`config.mk`:
```
export PLATFORM = sky130hd
export DESIGN_NAME = adapter_ctl_regs
export DESIGN_NICKNAME = d
export VERILOG_FILES = /design/src/rtl/adp_pkg.sv /design/src/rtl/adp_host_decode.sv /design/src/rtl/adp_ctrl_reg.sv /design/src/rtl/adp_mailbox.sv /design/src/rtl/adp_read_mux.sv /design/src/rtl/adapter_ctl_regs.sv
export SDC_FILE = /design/constraint.sdc
export NUM_CORES = 1
export LEC_CHECK = 0
export BUFFER_PORTS_ARGS = -buffer_cell sky130_fd_sc_hd__buf_2
export CAP_MARGIN = 40
export CORE_ASPECT_RATIO = 0.8
export CORE_MARGIN = 2
export CORE_UTILIZATION = 45
export DETAILED_ROUTE_END_ITERATION = 16
export GPL_TIMING_DRIVEN = 0
export PLACE_DENSITY = 0.66
export SYNTH_ARGS = -nofsm -noshare
export SYNTH_HDL_FRONTEND = slang
export SYNTH_HIERARCHICAL = 1
export SYNTH_SLANG_ARGS = --single-unit
```
`constraint.sdc`:
```
create_clock -name clk -period 4.1 [get_ports clk]
set_input_delay 0.82 -clock clk [delete_from_list [all_inputs] [get_ports clk]]
set_output_delay 0.82 -clock clk [all_outputs]
set_load 0.01 [all_outputs]
```
`src/rtl/adp_pkg.sv`:
```
package adp_pkg;
  localparam int OFS_W   = 6;
  localparam int DATA_W  = 16;
  localparam int BANK_W  = 3;
  localparam int MBOX_N  = 8;
  localparam int MBOX_IW = $clog2(MBOX_N);

  localparam int FM_BIT      = 15;
  localparam int PRESENT_BIT = 9;
  localparam int EN_BIT      = 0;

  localparam logic [OFS_W-1:0] OFS_CTRL      = 6'h00;
  localparam logic [OFS_W-1:0] OFS_CTRL_LOW  = 6'h01;
  localparam logic [OFS_W-1:0] OFS_BANK_WORD = 6'h04;
  localparam logic [OFS_W-1:0] OFS_BANK_LOW  = 6'h05;
  localparam logic [1:0]       MBOX_SEL      = 2'b10;

  typedef struct packed {
    logic              en_set;
    logic              fm_we;
    logic              fm_val;
    logic              bank_we;
    logic [BANK_W-1:0] bank_val;
  } ctrl_cmd_t;

  typedef struct packed {
    logic               we;
    logic [MBOX_IW-1:0] idx;
    logic [DATA_W-1:0]  val;
  } mbox_cmd_t;
endpackage

```
`src/rtl/adp_host_decode.sv`:
```
module adp_host_decode
  import adp_pkg::*;
#(
  parameter int HOST_AW = 8
) (
  input  logic                wr_en,
  input  logic                wr_word,
  input  logic [HOST_AW-1:0]  addr,
  input  logic [DATA_W-1:0]   wdata,
  input  logic                en_q,
  output ctrl_cmd_t           ctrl_cmd,
  output mbox_cmd_t           mbox_cmd
);
  logic [OFS_W-1:0] ofs;
  logic [OFS_W-1:0] byte_ofs;
  logic             byte_go;
  logic             unused_hi;

  assign unused_hi = ^addr[HOST_AW-1:OFS_W];

  always_comb begin
    ofs = addr[OFS_W-1:0];
    if (wr_word) ofs[0] = 1'b0;
  end

  // Route the access: word writes either hit register 0, the mailbox, or
  // fall through as a byte write to the odd neighbour.
  always_comb begin
    ctrl_cmd = '0;
    mbox_cmd = '0;
    byte_ofs = ofs;
    byte_go  = 1'b0;
    if (wr_en) begin
      if (!en_q) begin
        ctrl_cmd.en_set = !wr_word && (ofs == OFS_CTRL_LOW);
      end else if (wr_word) begin
        if (ofs == OFS_CTRL) begin
          ctrl_cmd.fm_we  = 1'b1;
          ctrl_cmd.fm_val = wdata[FM_BIT];
        end else if (ofs[OFS_W-1:OFS_W-2] == MBOX_SEL) begin
          mbox_cmd.we  = 1'b1;
          mbox_cmd.idx = ofs[MBOX_IW:1];
          mbox_cmd.val = wdata;
        end else begin
          byte_ofs = ofs | 6'h01;
          byte_go  = 1'b1;
        end
      end else begin
        byte_go = 1'b1;
      end

      if (byte_go) begin
        if (byte_ofs == OFS_CTRL) begin
          ctrl_cmd.fm_we  = 1'b1;
          ctrl_cmd.fm_val = wdata[7];
        end
        if (byte_ofs == OFS_BANK_LOW) begin
          ctrl_cmd.bank_we  = 1'b1;
          ctrl_cmd.bank_val = wdata[BANK_W-1:0];
        end
      end
    end
  end
endmodule

```
`src/rtl/adp_ctrl_reg.sv`:
```
module adp_ctrl_reg
  import adp_pkg::*;
(
  input  logic              clk,
  input  logic              rst_n,
  input  ctrl_cmd_t         cmd,
  output logic              en_q,
  output logic              fm_q,
  output logic [BANK_W-1:0] bank_q,
  output logic              bank_pulse_q,
  output logic              start_pulse_q
);
  logic              en_d, fm_d, bank_chg, start_d;
  logic [BANK_W-1:0] bank_d;

  always_comb begin
    en_d     = en_q | cmd.en_set;
    start_d  = cmd.en_set & ~en_q;
    fm_d     = cmd.fm_we ? cmd.fm_val : fm_q;
    bank_chg = cmd.bank_we && (cmd.bank_val != bank_q);
    bank_d   = bank_chg ? cmd.bank_val : bank_q;
  end

  always_ff @(posedge clk or negedge rst_n) begin
    if (!rst_n) begin
      en_q          <= 1'b0;
      fm_q          <= 1'b0;
      bank_q        <= '0;
      bank_pulse_q  <= 1'b0;
      start_pulse_q <= 1'b0;
    end else begin
      if (cmd.en_set) en_q   <= en_d;
      if (cmd.fm_we)  fm_q   <= fm_d;
      if (bank_chg)   bank_q <= bank_d;
      bank_pulse_q  <= bank_chg;
      start_pulse_q <= start_d;
    end
  end
endmodule

```
`src/rtl/adp_mailbox.sv`:
```
module adp_mailbox
  import adp_pkg::*;
(
  input  logic                           clk,
  input  logic                           rst_n,
  input  mbox_cmd_t                      host_cmd,
  input  mbox_cmd_t                      sec_cmd,
  output logic [MBOX_N-1:0][DATA_W-1:0]  mbox_q
);
  for (genvar i = 0; i < MBOX_N; i++) begin : g_word
    logic              host_hit, sec_hit, load;
    logic [DATA_W-1:0] word_d;

    always_comb begin
      host_hit = host_cmd.we && (host_cmd.idx == MBOX_IW'(i));
      sec_hit  = sec_cmd.we  && (sec_cmd.idx  == MBOX_IW'(i));
      load     = host_hit | sec_hit;
      word_d   = host_hit ? host_cmd.val : sec_cmd.val;
    end

    always_ff @(posedge clk or negedge rst_n) begin
      if (!rst_n)    mbox_q[i] <= '0;
      else if (load) mbox_q[i] <= word_d;
    end
  end
endmodule

```
`src/rtl/adp_read_mux.sv`:
```
module adp_read_mux
  import adp_pkg::*;
#(
  parameter int HOST_AW = 8,
  parameter int SEC_AW  = 8
) (
  input  logic [HOST_AW-1:0]              host_rd_addr,
  input  logic [SEC_AW-1:0]               sec_rd_addr,
  input  logic                            en_q,
  input  logic                            fm_q,
  input  logic [BANK_W-1:0]               bank_q,
  input  logic [MBOX_N-1:0][DATA_W-1:0]   mbox_q,
  output logic [DATA_W-1:0]               host_rd_data,
  output logic [DATA_W-1:0]               sec_rd_data
);
  logic [OFS_W-1:0] h_ofs, s_ofs;
  logic             unused_bits;

  assign unused_bits = ^{host_rd_addr[HOST_AW-1:OFS_W], host_rd_addr[0],
                         sec_rd_addr[SEC_AW-1:OFS_W], sec_rd_addr[0]};

  always_comb begin
    h_ofs = {host_rd_addr[OFS_W-1:1], 1'b0};
    host_rd_data = '0;
    if (h_ofs == OFS_CTRL) begin
      host_rd_data[FM_BIT] = fm_q;
      host_rd_data[EN_BIT] = en_q;
    end else if (h_ofs == OFS_BANK_WORD) begin
      host_rd_data[BANK_W-1:0] = bank_q;
    end else if (h_ofs[OFS_W-1:OFS_W-2] == MBOX_SEL) begin
      host_rd_data = mbox_q[h_ofs[MBOX_IW:1]];
    end
  end

  always_comb begin
    s_ofs = {sec_rd_addr[OFS_W-1:1], 1'b0};
    sec_rd_data = '0;
    if (s_ofs == OFS_CTRL) begin
      sec_rd_data[FM_BIT]      = fm_q;
      sec_rd_data[PRESENT_BIT] = 1'b1;
    end else if (s_ofs[OFS_W-1:OFS_W-2] == MBOX_SEL) begin
      sec_rd_data = mbox_q[s_ofs[MBOX_IW:1]];
    end
  end
endmodule

```
`src/rtl/adapter_ctl_regs.sv`:
```
module adapter_ctl_regs
  import adp_pkg::*;
#(
  parameter int HOST_AW = 8,
  parameter int SEC_AW  = 8
) (
  input  logic               clk,
  input  logic               rst_n,
  input  logic               host_wr_en,
  input  logic               host_wr_word,
  input  logic [HOST_AW-1:0] host_addr,
  input  logic [15:0]        host_wdata,
  input  logic [HOST_AW-1:0] host_rd_addr,
  output logic [15:0]        host_rd_data,
  input  logic               sec_wr_en,
  input  logic [SEC_AW-1:0]  sec_addr,
  input  logic [15:0]        sec_wdata,
  input  logic [SEC_AW-1:0]  sec_rd_addr,
  output logic [15:0]        sec_rd_data,
  output logic               bank_pulse,
  output logic [2:0]         bank_sel,
  output logic               start_pulse
);
  ctrl_cmd_t                     host_ctrl;
  mbox_cmd_t                     host_mbox, sec_mbox;
  logic                          en_q, fm_q;
  logic [BANK_W-1:0]             bank_q;
  logic [MBOX_N-1:0][DATA_W-1:0] mbox_q;
  logic [OFS_W-1:0]              sec_ofs;
  logic                          unused_sec;

  assign unused_sec = ^{sec_addr[SEC_AW-1:OFS_W], sec_addr[0]};

  adp_host_decode #(.HOST_AW(HOST_AW)) u_dec (
    .wr_en    (host_wr_en),
    .wr_word  (host_wr_word),
    .addr     (host_addr),
    .wdata    (host_wdata),
    .en_q     (en_q),
    .ctrl_cmd (host_ctrl),
    .mbox_cmd (host_mbox)
  );

  // Secondary side: word writes only, mailbox range only, never gated.
  always_comb begin
    sec_ofs      = {sec_addr[OFS_W-1:1], 1'b0};
    sec_mbox.we  = sec_wr_en && (sec_ofs[OFS_W-1:OFS_W-2] == MBOX_SEL);
    sec_mbox.idx = sec_ofs[MBOX_IW:1];
    sec_mbox.val = sec_wdata;
  end

  adp_ctrl_reg u_ctrl (
    .clk           (clk),
    .rst_n         (rst_n),
    .cmd           (host_ctrl),
    .en_q          (en_q),
    .fm_q          (fm_q),
    .bank_q        (bank_q),
    .bank_pulse_q  (bank_pulse),
    .start_pulse_q (start_pulse)
  );

  adp_mailbox u_mbox (
    .clk      (clk),
    .rst_n    (rst_n),
    .host_cmd (host_mbox),
    .sec_cmd  (sec_mbox),
    .mbox_q   (mbox_q)
  );

  adp_read_mux #(.HOST_AW(HOST_AW), .SEC_AW(SEC_AW)) u_rd (
    .host_rd_addr (host_rd_addr),
    .sec_rd_addr  (sec_rd_addr),
    .en_q         (en_q),
    .fm_q         (fm_q),
    .bank_q       (bank_q),
    .mbox_q       (mbox_q),
    .host_rd_data (host_rd_data),
    .sec_rd_data  (sec_rd_data)
  );

  assign bank_sel = bank_q;
endmodule

```
-- After elaboration in Yosys (flattened, before gate mapping)
Index checks and enable logic that the tools add are counted.
- register bits: 135
- bits of input ports: 69
- output and inout bits: 37
- word-level logic and storage cells: 121
- order comparisons: 2
- equality and inequality tests: 22
- muxes and demuxes: 47
- bitwise operators: 11
- reductions and logical operators: 26
- operators by type and width (kind ; count):
    16-bit 2-to-1 mux ; 12
    20-bit 2-to-1 mux ; 5
    16-bit binary-select mux with 3-bit select ; 2
    3-bit == test (second input constant) ; 8
    1-bit logical AND ; 19
    1-bit 2-to-1 mux ; 15
    14-bit 2-to-1 mux ; 1
    13-bit 2-to-1 mux ; 1
    3-bit by 2-bit == test with 1-bit output (second input constant) ; 4
    6-bit zero test ; 2
    6-bit 2-to-1 mux ; 2
    5-bit zero test ; 2
    9-bit 2-to-1 mux ; 1
    1-bit OR ; 9
    2-bit == test (second input constant) ; 4
    3-bit by 4-bit < comparator with 1-bit output (second input constant) ; 2
    2-bit 2-to-1 mux ; 4
    7-bit 2-to-1 mux ; 1
    3-bit by 1-bit == test with 1-bit output (second input constant) ; 2
    6-bit by 1-bit == test with 1-bit output (second input constant) ; 1
    6-bit by 3-bit == test with 1-bit output (second input constant) ; 1
    3-bit zero test ; 2
    5-bit by 2-bit == test with 1-bit output (second input constant) ; 1
    5-bit 2-to-1 mux ; 1
    other kinds (6) ; 6

-- Logic depth before layout (Yosys ltp)
- word-level depth: 12
- gate-level depth with buffers: 8
- mapped depth without buffers: 6

-- Modules after synthesis
The synthesis kept the hierarchy.
- modules (own cells, without submodules) (module ; instances ; cells each ; area each (sq um) ; sequential area each (sq um)):
    adp_mailbox ; 1 ; 599 ; 6228.5 ; 3203.1
    adp_read_mux ; 1 ; 172 ; 2168.3 ; 0.0
    adp_ctrl_reg ; 1 ; 17 ; 267.8 ; 175.2
    adp_host_decode ; 1 ; 40 ; 251.5 ; 0.0
    adapter_ctl_regs ; 1 ; 1 ; 8.8 ; 0.0

-- Least setup slack after synthesis
Ideal clock, no wire load.
- path kind: in2out
- from: in host_rd_addr[1]
- to: out host_rd_data[0]
- data arrival time: 1.861 ns
- data required time: 3.280 ns
- setup slack: 1.419 ns
- stages on the path: 4
- buffers on the path: 1
- path through: buf_6 > nor4_2 > o21ai_0 > a222oi_1
- longest elaborated chain between the ends: 5
- elaborated cells on any way between the ends: 7
- those cells by class: eq/ne: 1; mux: 5; reduce/logical: 1
- ends and longest elaborated chain (item ; line ; source):
    start, declared ; adapter_ctl_regs.sv:13 ; input logic [HOST_AW-1:0] host_rd_addr,
    16-bit binary-select mux with 3-bit select ; adp_read_mux.sv:31 ; host_rd_data = mbox_q[h_ofs[MBOX_IW:1]];
    16-bit 2-to-1 mux (implied by the code) ; adp_read_mux.sv:31 ;
    16-bit 2-to-1 mux ; adp_read_mux.sv:30 ; end else if (h_ofs[OFS_W-1:OFS_W-2] == MBOX_SEL) begin
    3-bit 2-to-1 mux ; adp_read_mux.sv:28 ; end else if (h_ofs == OFS_BANK_WORD) begin
    1-bit 2-to-1 mux (*) ; adp_read_mux.sv:25 ; if (h_ofs == OFS_CTRL) begin
    end, declared ; adapter_ctl_regs.sv:14 ; output logic [15:0] host_rd_data,
Mark *: on every way between the ends. The rest lies on a longest branch, timed or not. The select of a mux whose other input is x is not followed.

-- Worst setup path in the final report
- from: in sec_rd_addr[2]
- to: out sec_rd_data[9]
- longest elaborated chain between the ends: 4
- elaborated cells on any way between the ends: 5
- those cells by class: mux: 4; reduce/logical: 1
- ends and longest elaborated chain (item ; line ; source):
    start, declared ; adapter_ctl_regs.sv:18 ; input logic [SEC_AW-1:0] sec_rd_addr,
    16-bit binary-select mux with 3-bit select ; adp_read_mux.sv:42 ; sec_rd_data = mbox_q[s_ofs[MBOX_IW:1]];
    16-bit 2-to-1 mux (implied by the code) ; adp_read_mux.sv:42 ;
    16-bit 2-to-1 mux ; adp_read_mux.sv:41 ; end else if (s_ofs[OFS_W-1:OFS_W-2] == MBOX_SEL) begin
    1-bit 2-to-1 mux (*) ; adp_read_mux.sv:38 ; if (s_ofs == OFS_CTRL) begin
    end, declared ; adapter_ctl_regs.sv:19 ; output logic [15:0] sec_rd_data,
Marks and branches as above.

==> results.cfg <==
[run_status]
status = finished clean

[layout]
diodes = 0
fillCellCount = 1790
finalNetCount = 992
final_cell_area_sq_um = 10200
area_growth_pct = 14.3
final_util_pct = 52.0
layoutNonFillerInstCount = 1198
post_route_cells_drive_above_1_share_pct = 25.1

[pwr]
total_power_w = 0.00407
clkPwrFrac_pct = 34.6
p_int_w = 0.00294
switching_share_pct = 27.9
p_per_area_nw_per_um2 = 399
p_comb_share_pct = 21.8
seq_power_share_pct = 43.6
p_sw_w = 0.00114
p_leak_nw = 4.87
peakVddDrop_v = 0.000264

[place]
postPlaceCellArea_sq_um = 9670
post-place-cells = 1168
portBuffers = 73
hpwl_mm = 20.0
place_congestion = 0.875

[critical_path]
path_class = in2out
end_kind = output port
crit_family = buffers and inverters
r2r_setup_slack_ps = 1360
cp_max_fo = 10
slowest_delay_ps = 470
worst_setup_path_start_kind = input port
path_common_cell = buf_2
slowest_stage = buf_2
required_ps = 3280
cp_num_buf_inv = 3
worstPathCellList = clkbuf_1, buf_2, mux4_2, mux2i_1, o22ai_1, buf_2
crit_arrival_ps = 2660

[clock_tree]
cts_setup_buffers = 0
cts_tree = done
cts_buffer_depth = 2
cts_root_buf = clkbuf_16
path_clk_slew_ps = 50
cts_buffers = 17
clk_latency_ps = 420
holdBufCountCts = 0
clock_sinks = 135
cts_resized = 0
ctsHtreeMaxLevel = 4

[detailed_routing]
wl_per_cell_microns = 24.9
drc = 0
ant_nets = 0
drt-initial-drc-count = 846
viasPerCell = 6.12
wirelength_mm = 29.9
vias = 7326
firstDrtPassIters = 6

[timing]
worst_slew_pin_slew_ps = 950
timing.setup.tns_ps = 0
finalHoldViolations = 0
timing.final.crit_share_pct = 84.9
rsz0062_at_grt = false
slew_headroom_pct = 36.7
fmax_mhz = 287
finalSetupViolCount = 0
finalCriticalPeriod_ps = 3480
fin_skew_ps = 5.50
slew_violations = 0

[floorplanning]
die-area_sq_um = 21000
initial_core_util_pct = 45.5
ios = 106
fp.dieH_microns = 130
die_w_microns = 161
rows = 46
coreArea_sq_um = 19600

[yosys]
yosys_warnings = 6
synthMuxAreaShare_pct = 34.2
netlist_area_sq_um = 8920
synth_top_family_by_area = multiplexers
synth_fp_nets = 898
ys_types = 47
synth_simple_gate_area_share_pct = 12.0
synth-xor-area-share_pct = 0.294
synth_edf_count = 0
synth-compound-area-share_pct = 8.52
synth_seq_cells = 135
synth.top_cell.area_share_pct = 37.9
yosysMostFrequentCell = mux2i_1
ys_seq_area_share_pct = 37.9
syn_inst = 829
syn_avg_cell_area_sq_um = 10.8
synth_top_area_cell = dfrtp_1
synthTopCellsByArea = dfrtp_1 (38%), mux2i_1 (18%), mux4_2 (16%)
synth_commonest_cells = mux2i_1 (161), dfrtp_1 (135), nor2_1 (94)
synth-adder-area-share_pct = 0
synth_top_flop_cell = dfrtp_1
synthArstFlopShare_pct = 100

[worst_hold_path]
hold_path_class = in2async

[global_route]
grt_max_degree = 69
grt_pass1_wl_mm = 44.4
antenna_found_initial = 0
grt_pass1_vias = 6995
grt_use_total_pct = 29.3
grt-ovfl-total = 0

[job]
cap_viol_max_count = 0
## power by group through the flow
stage	combinational, W	clock (W)	sequential (W)
floorplan	0.000665	0	0.00173
global placement	0.000854	0	0.00178
detailed placement	0.000879	0	0.00179
CTS	0.000881	0.00143	0.00177
global route	0.000964	0.00148	0.00181
finish	0.000886	0.00141	0.00178
## worst paths after layout
path,cells after the start,startpoint,endpoint
max in group asynchronous,2,rst_n,u_mbox/mbox_q[89]
min reg2reg,1,u_ctrl/en_q,u_ctrl/start_pulse_q
max,6,sec_rd_addr[2],sec_rd_data[9]
max reg2reg,8,u_ctrl/en_q,u_mbox/mbox_q[5]
min in group clk,1,u_ctrl/en_q,u_ctrl/start_pulse_q
min,1,rst_n,u_ctrl/start_pulse_q
## cell type report
| class | count | area, sq um | share of cell area [%] |
|---|---|---|---|
| inverters | 5 | 18.8 | 0.184 |
| clock inverters | 3 | 15.0 | 0.147 |
| multi-input cells | 593 | 4910 | 48.1 |
| well taps | 264 | 330 | 3.24 |
| flip-flops and latches | 135 | 3380 | 33.1 |
| repair buffers | 75 | 410 | 4.02 |
| clock buffers | 27 | 523 | 5.13 |
| plain buffers | 96 | 619 | 6.07 |
## registers in the layout, indices dropped and copies added (netlist names)
register / flops
u_ctrl/bank_pulse_q: 1
u_ctrl/bank_q: 3
u_ctrl/en_q: 1
u_ctrl/fm_q: 1
u_ctrl/start_pulse_q: 1
u_mbox/mbox_q: 128
## cell usage in the layout, fill, tap and decap left out, types with 2 or more instances in the layout
cell type  instances
mux4_2            62
and2_1            23
xor2_1             3
buf_4             14
buf_1             13
nand4b_1           6
o21ai_2            5
dfrtp_1          135
buf_8              3
nand2_1           67
and4bb_2           2
o21ai_1           36
nor2_1            94
mux2i_1          161
a21oi_1           67
buf_6             17
mux2_2             2
clkbuf_2           5
clkinv_2           3
o21ai_0           27
buf_12             2
clkbuf_16         17
nor4b_2            2
nand4_1            2
and4bb_1           4
mux2_1             2
clkbuf_1          31
o2bb2ai_1          2
nand2b_1           2
nor2b_1            6
buf_2             89
clkbuf_8           6
inv_1              5
and3b_1            2
## metrics by stage
step           setup slack [ps]  hold slack [ps]
2_1_floorplan              1420              470
3_3_place_gp                171              516
3_5_place_dp                688              518
4_1_cts                     683              434
5_1_grt                     658              440
6_report                    620              389
## routing by layer
layer / global-route usage [%] / vias to the layer above / part of all wire (%)
li1: - / 3180 / -
met3: 7.66 / 67 / 11
met1: 41.6 / 3670 / 42
met2: 44.3 / 409 / 44
met5: 0 / - / 0
met4: 9.19 / 0 / 3.0
## cell families after synthesis
| group | Yosys count |
|---|---|
| AO/OA/AOI/OAI | 143 |
| buffers and inverters | 101 |
| XOR/XNOR | 3 |
| multiplexers | 227 |
| flip-flops | 135 |
| AND/OR/NAND/NOR | 220 |
Power figures use the tool's default switching activity.
